<file path="src/rtl/smem_pkg.sv">
package smem_pkg;
  typedef enum logic [1:0] {
    PH_IDLE   = 2'd0,
    PH_ERASE  = 2'd1,
    PH_PROG   = 2'd2,
    PH_RECALL = 2'd3
  } phase_t;
endpackage

</file>
<file path="src/rtl/smem_array.sv">
module smem_array #(
  parameter int ADDR_W = 4,
  parameter int DATA_W = 8
) (
  input  logic              clk,
  input  logic              rst_n,
  input  logic              we,
  input  logic [ADDR_W-1:0] waddr,
  input  logic [DATA_W-1:0] wdata,
  input  logic [ADDR_W-1:0] raddr_a,
  output logic [DATA_W-1:0] rdata_a,
  input  logic [ADDR_W-1:0] raddr_b,
  output logic [DATA_W-1:0] rdata_b
);
  localparam int DEPTH = 1 << ADDR_W;

  logic [DATA_W-1:0] cell_q [DEPTH];

  for (genvar w = 0; w < DEPTH; w++) begin : g_word
    logic cell_en;
    assign cell_en = we && (waddr == ADDR_W'(w));
    always_ff @(posedge clk or negedge rst_n) begin
      if (!rst_n)       cell_q[w] <= '0;
      else if (cell_en) cell_q[w] <= wdata;
    end
  end

  assign rdata_a = cell_q[raddr_a];
  assign rdata_b = cell_q[raddr_b];
endmodule

</file>
<file path="src/rtl/smem_sequencer.sv">
module smem_sequencer
  import smem_pkg::*;
#(
  parameter int ADDR_W    = 4,
  parameter int PROG_STEP = 3
) (
  input  logic              clk,
  input  logic              rst_n,
  input  logic              store_start,
  input  logic              recall_start,
  output phase_t            phase,
  output logic [ADDR_W-1:0] idx,
  output logic              fire,
  output logic              busy,
  output logic              done
);
  localparam int STEP_W = (PROG_STEP > 1) ? $clog2(PROG_STEP) : 1;
  localparam logic [ADDR_W-1:0] IDX_LAST  = '1;
  localparam logic [STEP_W-1:0] STEP_LAST = STEP_W'(PROG_STEP - 1);

  phase_t            state_q, state_n;
  logic [ADDR_W-1:0] idx_q, idx_n;
  logic [STEP_W-1:0] step_q, step_n;
  logic              done_q, done_n;

  always_comb begin
    state_n = state_q;
    idx_n   = idx_q;
    step_n  = step_q;
    done_n  = 1'b0;
    fire    = 1'b0;
    unique case (state_q)
      PH_IDLE: begin
        if (store_start) begin
          state_n = PH_ERASE;
          idx_n   = '0;
          step_n  = '0;
        end else if (recall_start) begin
          state_n = PH_RECALL;
          idx_n   = '0;
        end
      end
      PH_ERASE: begin
        fire = 1'b1;
        if (idx_q == IDX_LAST) begin
          state_n = PH_PROG;
          idx_n   = '0;
          step_n  = '0;
        end else begin
          idx_n = idx_q + 1'b1;
        end
      end
      PH_PROG: begin
        if (step_q == STEP_LAST) begin
          fire   = 1'b1;
          step_n = '0;
          if (idx_q == IDX_LAST) begin
            state_n = PH_IDLE;
            done_n  = 1'b1;
          end else begin
            idx_n = idx_q + 1'b1;
          end
        end else begin
          step_n = step_q + 1'b1;
        end
      end
      PH_RECALL: begin
        fire = 1'b1;
        if (idx_q == IDX_LAST) begin
          state_n = PH_IDLE;
          done_n  = 1'b1;
        end else begin
          idx_n = idx_q + 1'b1;
        end
      end
      default: state_n = PH_IDLE;
    endcase
  end

  always_ff @(posedge clk or negedge rst_n) begin
    if (!rst_n) begin
      state_q <= PH_IDLE;
      idx_q   <= '0;
      step_q  <= '0;
      done_q  <= 1'b0;
    end else begin
      state_q <= state_n;
      idx_q   <= idx_n;
      step_q  <= step_n;
      done_q  <= done_n;
    end
  end

  assign phase = state_q;
  assign idx   = idx_q;
  assign busy  = (state_q != PH_IDLE);
  assign done  = done_q;

  // the erase phase may only lead into programming
  assert_erase_then_prog_R3: assert property (@(posedge clk) disable iff (!rst_n)
    (state_q == PH_ERASE) |=> (state_q == PH_ERASE || state_q == PH_PROG));
  // programming is only entered from the erase phase
  assert_prog_after_erase_R3: assert property (@(posedge clk) disable iff (!rst_n)
    $rose(state_q == PH_PROG) |-> ($past(state_q) == PH_ERASE));
  // done lasts a single cycle
  assert_done_single_R8: assert property (@(posedge clk) disable iff (!rst_n)
    done_q |=> !done_q);
  // done follows a busy cycle and sits in idle
  assert_done_after_busy_R8: assert property (@(posedge clk) disable iff (!rst_n)
    done_q |-> (state_q == PH_IDLE && $past(state_q) != PH_IDLE));
  // a running recall is never turned into a store
  assert_no_restart_R7: assert property (@(posedge clk) disable iff (!rst_n)
    (state_q == PH_RECALL) |=> (state_q == PH_RECALL || state_q == PH_IDLE));
endmodule

</file>
<file path="src/rtl/shadow_mem_engine.sv">
module shadow_mem_engine
  import smem_pkg::*;
#(
  parameter int ADDR_W    = 4,
  parameter int DATA_W    = 8,
  parameter int PROG_STEP = 3
) (
  input  logic              clk,
  input  logic              rst_n,
  input  logic              host_en,
  input  logic              host_we,
  input  logic [ADDR_W-1:0] host_addr,
  input  logic [DATA_W-1:0] host_wdata,
  output logic [DATA_W-1:0] host_rdata,
  output logic              host_rvalid,
  input  logic              store_start,
  input  logic              recall_start,
  output logic              busy,
  output logic              done
);
  phase_t            phase;
  logic [ADDR_W-1:0] idx;
  logic              fire;

  logic              work_we, shadow_we;
  logic [ADDR_W-1:0] work_waddr;
  logic [DATA_W-1:0] work_wdata, shadow_wdata;
  logic [DATA_W-1:0] work_host_rd, work_eng_rd;
  logic [DATA_W-1:0] shadow_rd, shadow_unused;
  logic              host_wr_ok, host_rd_ok;
  logic              rvalid_q;
  logic [DATA_W-1:0] rdata_q;

  smem_sequencer #(.ADDR_W(ADDR_W), .PROG_STEP(PROG_STEP)) u_seq (
    .clk(clk), .rst_n(rst_n),
    .store_start(store_start), .recall_start(recall_start),
    .phase(phase), .idx(idx), .fire(fire), .busy(busy), .done(done)
  );

  assign host_wr_ok = host_en &&  host_we && !busy;
  assign host_rd_ok = host_en && !host_we && !busy;

  always_comb begin
    if (phase == PH_RECALL) begin
      work_we    = fire;
      work_waddr = idx;
      work_wdata = shadow_rd;
    end else begin
      work_we    = host_wr_ok;
      work_waddr = host_addr;
      work_wdata = host_wdata;
    end
  end

  assign shadow_we    = fire && (phase == PH_ERASE || phase == PH_PROG);
  assign shadow_wdata = (phase == PH_ERASE) ? {DATA_W{1'b1}} : work_eng_rd;

  smem_array #(.ADDR_W(ADDR_W), .DATA_W(DATA_W)) u_work (
    .clk(clk), .rst_n(rst_n),
    .we(work_we), .waddr(work_waddr), .wdata(work_wdata),
    .raddr_a(host_addr), .rdata_a(work_host_rd),
    .raddr_b(idx), .rdata_b(work_eng_rd)
  );

  smem_array #(.ADDR_W(ADDR_W), .DATA_W(DATA_W)) u_shadow (
    .clk(clk), .rst_n(rst_n),
    .we(shadow_we), .waddr(idx), .wdata(shadow_wdata),
    .raddr_a(idx), .rdata_a(shadow_rd),
    .raddr_b(idx), .rdata_b(shadow_unused)
  );

  always_ff @(posedge clk or negedge rst_n) begin
    if (!rst_n) begin
      rvalid_q <= 1'b0;
      rdata_q  <= '0;
    end else begin
      rvalid_q <= host_rd_ok;
      if (host_rd_ok) rdata_q <= work_host_rd;
    end
  end

  assign host_rvalid = rvalid_q;
  assign host_rdata  = rvalid_q ? rdata_q : '0;

  // a byte is only programmed into an erased location
  assert_prog_on_erased_R3: assert property (@(posedge clk) disable iff (!rst_n)
    (phase == PH_PROG && fire) |-> (shadow_rd == {DATA_W{1'b1}}));
  // no read data is presented for a request made while busy
  assert_locked_read_R6: assert property (@(posedge clk) disable iff (!rst_n)
    (busy && host_en && !host_we) |=> !host_rvalid);
  // output data is zero whenever it is not valid
  assert_quiet_data_R1: assert property (@(posedge clk) disable iff (!rst_n)
    !host_rvalid |-> (host_rdata == '0));
endmodule

</file>
<file path="config.mk">
export PLATFORM = sky130hd
export DESIGN_NAME = shadow_mem_engine
export DESIGN_NICKNAME = d
export VERILOG_FILES = /design/src/rtl/smem_pkg.sv /design/src/rtl/smem_array.sv /design/src/rtl/smem_sequencer.sv /design/src/rtl/shadow_mem_engine.sv
export SDC_FILE = /design/constraint.sdc
export NUM_CORES = 1
export LEC_CHECK = 0
export BUFFER_PORTS_ARGS = -buffer_cell sky130_fd_sc_hd__buf_2
export CAP_MARGIN = 40
export CORE_ASPECT_RATIO = 1.1
export CORE_UTILIZATION = 57
export DETAILED_ROUTE_END_ITERATION = 8
export PLACE_DENSITY = 0.75
export SLEW_MARGIN = 20
export SYNTH_ARGS = -nofsm -noshare
export SYNTH_HDL_FRONTEND = slang
export SYNTH_SLANG_ARGS = --single-unit
export TNS_END_PERCENT = 50
</file>
<file path="constraint.sdc">
create_clock -name clk -period 2.3 [get_ports clk]
set_clock_uncertainty 0.2 [all_clocks]
set_input_delay 0.115 -clock clk [delete_from_list [all_inputs] [get_ports clk]]
set_output_delay 0.115 -clock clk [all_outputs]
set_load 0.01 [all_outputs]
</file>
==> results by group <==
Drt
  • Via/cell ratio: 6.63
  • Antenna Nets Post-Route: 0
  • Avg WL per Cell: around 25 um
  • Residual DRC count: 0
  • Initial DRC Count: 949
  • Total Wirelength: 38.0 mm
  • DR pass1 iterations: 5
  • DR vias: 10200

Setup path
  • Worst EP arrival: 2.64 ns
  • CP required: around 2.5 ns
  • Crit Path Max Fanout: 16
  • Crit Path Class: flip-flop to flip-flop
  • Setup crit end kind: flip-flop
  • CP Launch Type: flip-flop

Place
  • Dpl cell area: between 0.015 and 0.02 mm^2
  • PortBufs: 28
  • Dpl hpwl: 24.2 mm
  • Routability Congestion: around 0.83

Clock tree
  • TritonCTS clock tree: built
  • CTS max path bufs: 3
  • Clk sinks: 274
  • Clk_lat worst skew: 0.56 ns
  • Total CTS buffers: 29
  • Clk root buf: clkbuf_16
  • Worst-path clk slew: roughly 0.060 ns
  • H-tree Lvls: 1

Floorplanning
  • Die Ht: around 170 um
  • Initial Util: between 50% and 60%
  • # rows: 60
  • Die width: around 150 um
  • Full die area: 0.0254 mm^2
  • I/O pins: 29
  • Core Box Area: 0.0244 mm^2

Synthesis
  • Seq/Total Area, Yosys: 48.5%
  • Asr flop ratio synth: 100%
  • Syn Inst Count: ~1100
  • Cell taking the most area after synthesis: dfrtp_1
  • Post-Syn Area: 0.0141 mm^2
  • Number of distinct library cells after synthesis: between 50 and 60
  • #FFs+latches synth: 274
  • Post-synth EDFFs: 0
  • Synth Flop Type: dfrtp_1
  • Avg Inst Size Synth: 12.9 um^2
  • Area contributors post-synth: dfrtp_1 (49%), mux4_2 (13%), mux2_2 (11%)
  • Share of the synthesized area in the top cell type: around 49%
  • Net Count, Synth: 1127
  • Syn. warnings: 0

Power
  • PwrDens: approximately 700 mW/mm^2
  • P_leak: a little over 7 nW
  • Worst vdd ir: 0.626 mV

Cells and area
  • Final #Nets: 1240
  • Finished Cell Area: around 0.017 mm^2
  • Fraction of layout cells with a size suffix above 1: between 40 and 50%
  • Antenna diodes: 0
  • Fill count: 1590
  • Layout overhead on the synthesized area: 21.6%

Global routing
  • Largest net degree at the start of global routing: 59
  • Antenna violations before repair: 0
  • Vias in the first global route: about 10000
  • Remaining Overflow, GRT: 0
  • First-pass GRT wire length: 59.3 mm
  • Total track usage: 30.1%

STA
  • Final min period: 2.41 ns
  • Worst slew margin: approximately 58%
  • Fin crit share: 105%
  • Setup TNS: -10.79 ns
  • # setup viols final: 176
  • Final slew viol count: 0
  • Fin worst setup slack: -0.109 ns
  • Final Hold Viols: 0
  • Slew @ Worst Pin: ~0.62 ns
  • Max frequency: 0.415 GHz
  • RSZ-0062 raised after global routing: yes

Job
  • Max_cap viols: 0

Run status
  • Status: finished, violations left
  • Failing checks: negative setup slack

Hold path
  • Worst min path class: input port to flip-flop
-- layout make-up --
type | instances | area, um^2 | area share [%]
clock inverters | 19 | 208 | 1.21
inverters | 13 | 61.3 | 0.357
repair buffers | 173 | 1850 | 10.8
well taps | 310 | 388 | 2.26
clock buffers | 35 | 808 | 4.70
flip-flops and latches | 274 | 6860 | 39.9
multi-input cells | 721 | 7010 | 40.8
-- worst max-delay path, stage by stage (launching register included) --
cell,delay [ns]
dfrtp_4,0.53
buf_4,0.16
buf_4,0.15
mux4_2,0.42
a32oi_2,0.21
a31oi_2,0.15
buf_12,0.18
mux2_2,0.27
-- state kept, by name (all words and copies together), names as in the netlist --
signal / flops
u_shadow.cell_q: 128
u_work.cell_q: 128
rdata_q: 8
u_seq.idx: 4
u_seq.phase: 2
u_seq.step_q: 2
host_rvalid: 1
u_seq.done: 1
-- cell usage in the layout, fill, tap and decap left out, types with 13 or more instances in the layout --
cell         n
dfrtp_1    272
mux2_2     135
a21oi_1     96
buf_4       83
mux4_2      80
a31oi_1     66
nor2_1      48
nand2_1     45
mux2i_1     39
buf_12      38
o21ai_0     37
clkbuf_16   30
buf_2       28
nor3_1      13
-- final timing paths --
kind	from	depth (start not counted)	end	slack [ns]
min in group asynchronous	rst_n	3	u_seq.step_q[0]	0.44
min	host_wdata[6]	5	u_work.cell_q[70]	0.02
max in group asynchronous	rst_n	4	u_work.cell_q[39]	0.74
max	u_seq.idx[0]	7	u_work.cell_q[20]	-0.11
max reg2reg	u_seq.idx[0]	7	u_work.cell_q[20]	-0.11
min reg2reg	u_shadow.cell_q[105]	2	u_shadow.cell_q[105]	0.27
-- kinds of logic (layout without fill, tap and decap cells) --
family	Yosys count	count (layout)	synth area share (%)
mux	259	259	26.7
fa+ha+maj	10	10	0.885
compound gates	276	276	13.4
simple gates	176	176	6.51
flops	274	274	48.5
buf+inv	104	240	3.99
-- layer usage --
| layer | up-vias | track usage [%] | routed length [um] |
|---|---|---|---|
| met1 | 5290 | 40.2 | 15200 |
| met5 | - | 0 | 0 |
| met2 | 438 | 51.0 | 19100 |
| li1 | 4427 | - | - |
| met4 | 0 | 10.6 | 1170 |
| met3 | 90 | 4.19 | 2500 |
-- cell usage after synthesis (3+ instances only) --
| master | instances |
|---|---|
| dfrtp_1 | 274 |
| mux2_2 | 137 |
| a21oi_1 | 96 |
| mux4_2 | 80 |
| a31oi_1 | 69 |
| nor2_1 | 58 |
| nand2_1 | 45 |
| mux2i_1 | 39 |
| o21ai_0 | 37 |
| clkbuf_1 | 36 |
| buf_2 | 25 |
| buf_4 | 17 |
| nand3_2 | 16 |
| nor3_1 | 13 |
| inv_1 | 11 |
| a211oi_2 | 10 |
| and2_1 | 10 |
| ha_1 | 10 |
| a221o_1 | 9 |
| buf_6 | 9 |
| o22ai_1 | 9 |
| nand3_1 | 7 |
| o221a_2 | 7 |
| a22oi_1 | 6 |
| or3b_2 | 5 |
| a2111oi_4 | 4 |
| a31oi_2 | 4 |
| nand2b_1 | 4 |
| nand3b_1 | 4 |
| o2111ai_1 | 4 |
| buf_1 | 3 |
| mux2_1 | 3 |
| nor2b_1 | 3 |
| nor3b_1 | 3 |
| o21ai_1 | 3 |
-- power by group --
| group | switching [W] | internal (W) | total (W) |
|---|---|---|---|
| Combinational | 0.00102 | 0.000867 | 0.00188 |
| Sequential | 0.000154 | 0.00505 | 0.00521 |
| Clock | 0.00197 | 0.00295 | 0.00492 |
-- metrics by stage --
step	std cells	setup WS [ns]	power, W	hold slack (ns)	utilization (%)
5_1_grt	1545	-0.173	0.0124	0.0291	70.5
3_3_place_gp	1456	-0.344	0.00692	-0.0982	63.5
6_report	1545	-0.109	0.0120	0.0151	70.5
3_5_place_dp	1456	-0.399	0.00697	-0.0960	63.5
2_1_floorplan	1099	-0.0218	0.00627	-0.381	-
4_1_cts	1529	-0.0880	0.0120	0.00616	69.3
-- timing repair --
item,CTS,global route
hold buffers,6,0
endpoints found under the hold margin,279,0
setup buffers,11,15
resized for setup,45,30
gates cloned,2,1
setup endpoints to repair,262,258
pin swaps,5,7
(Power assumes the default switching activity.)
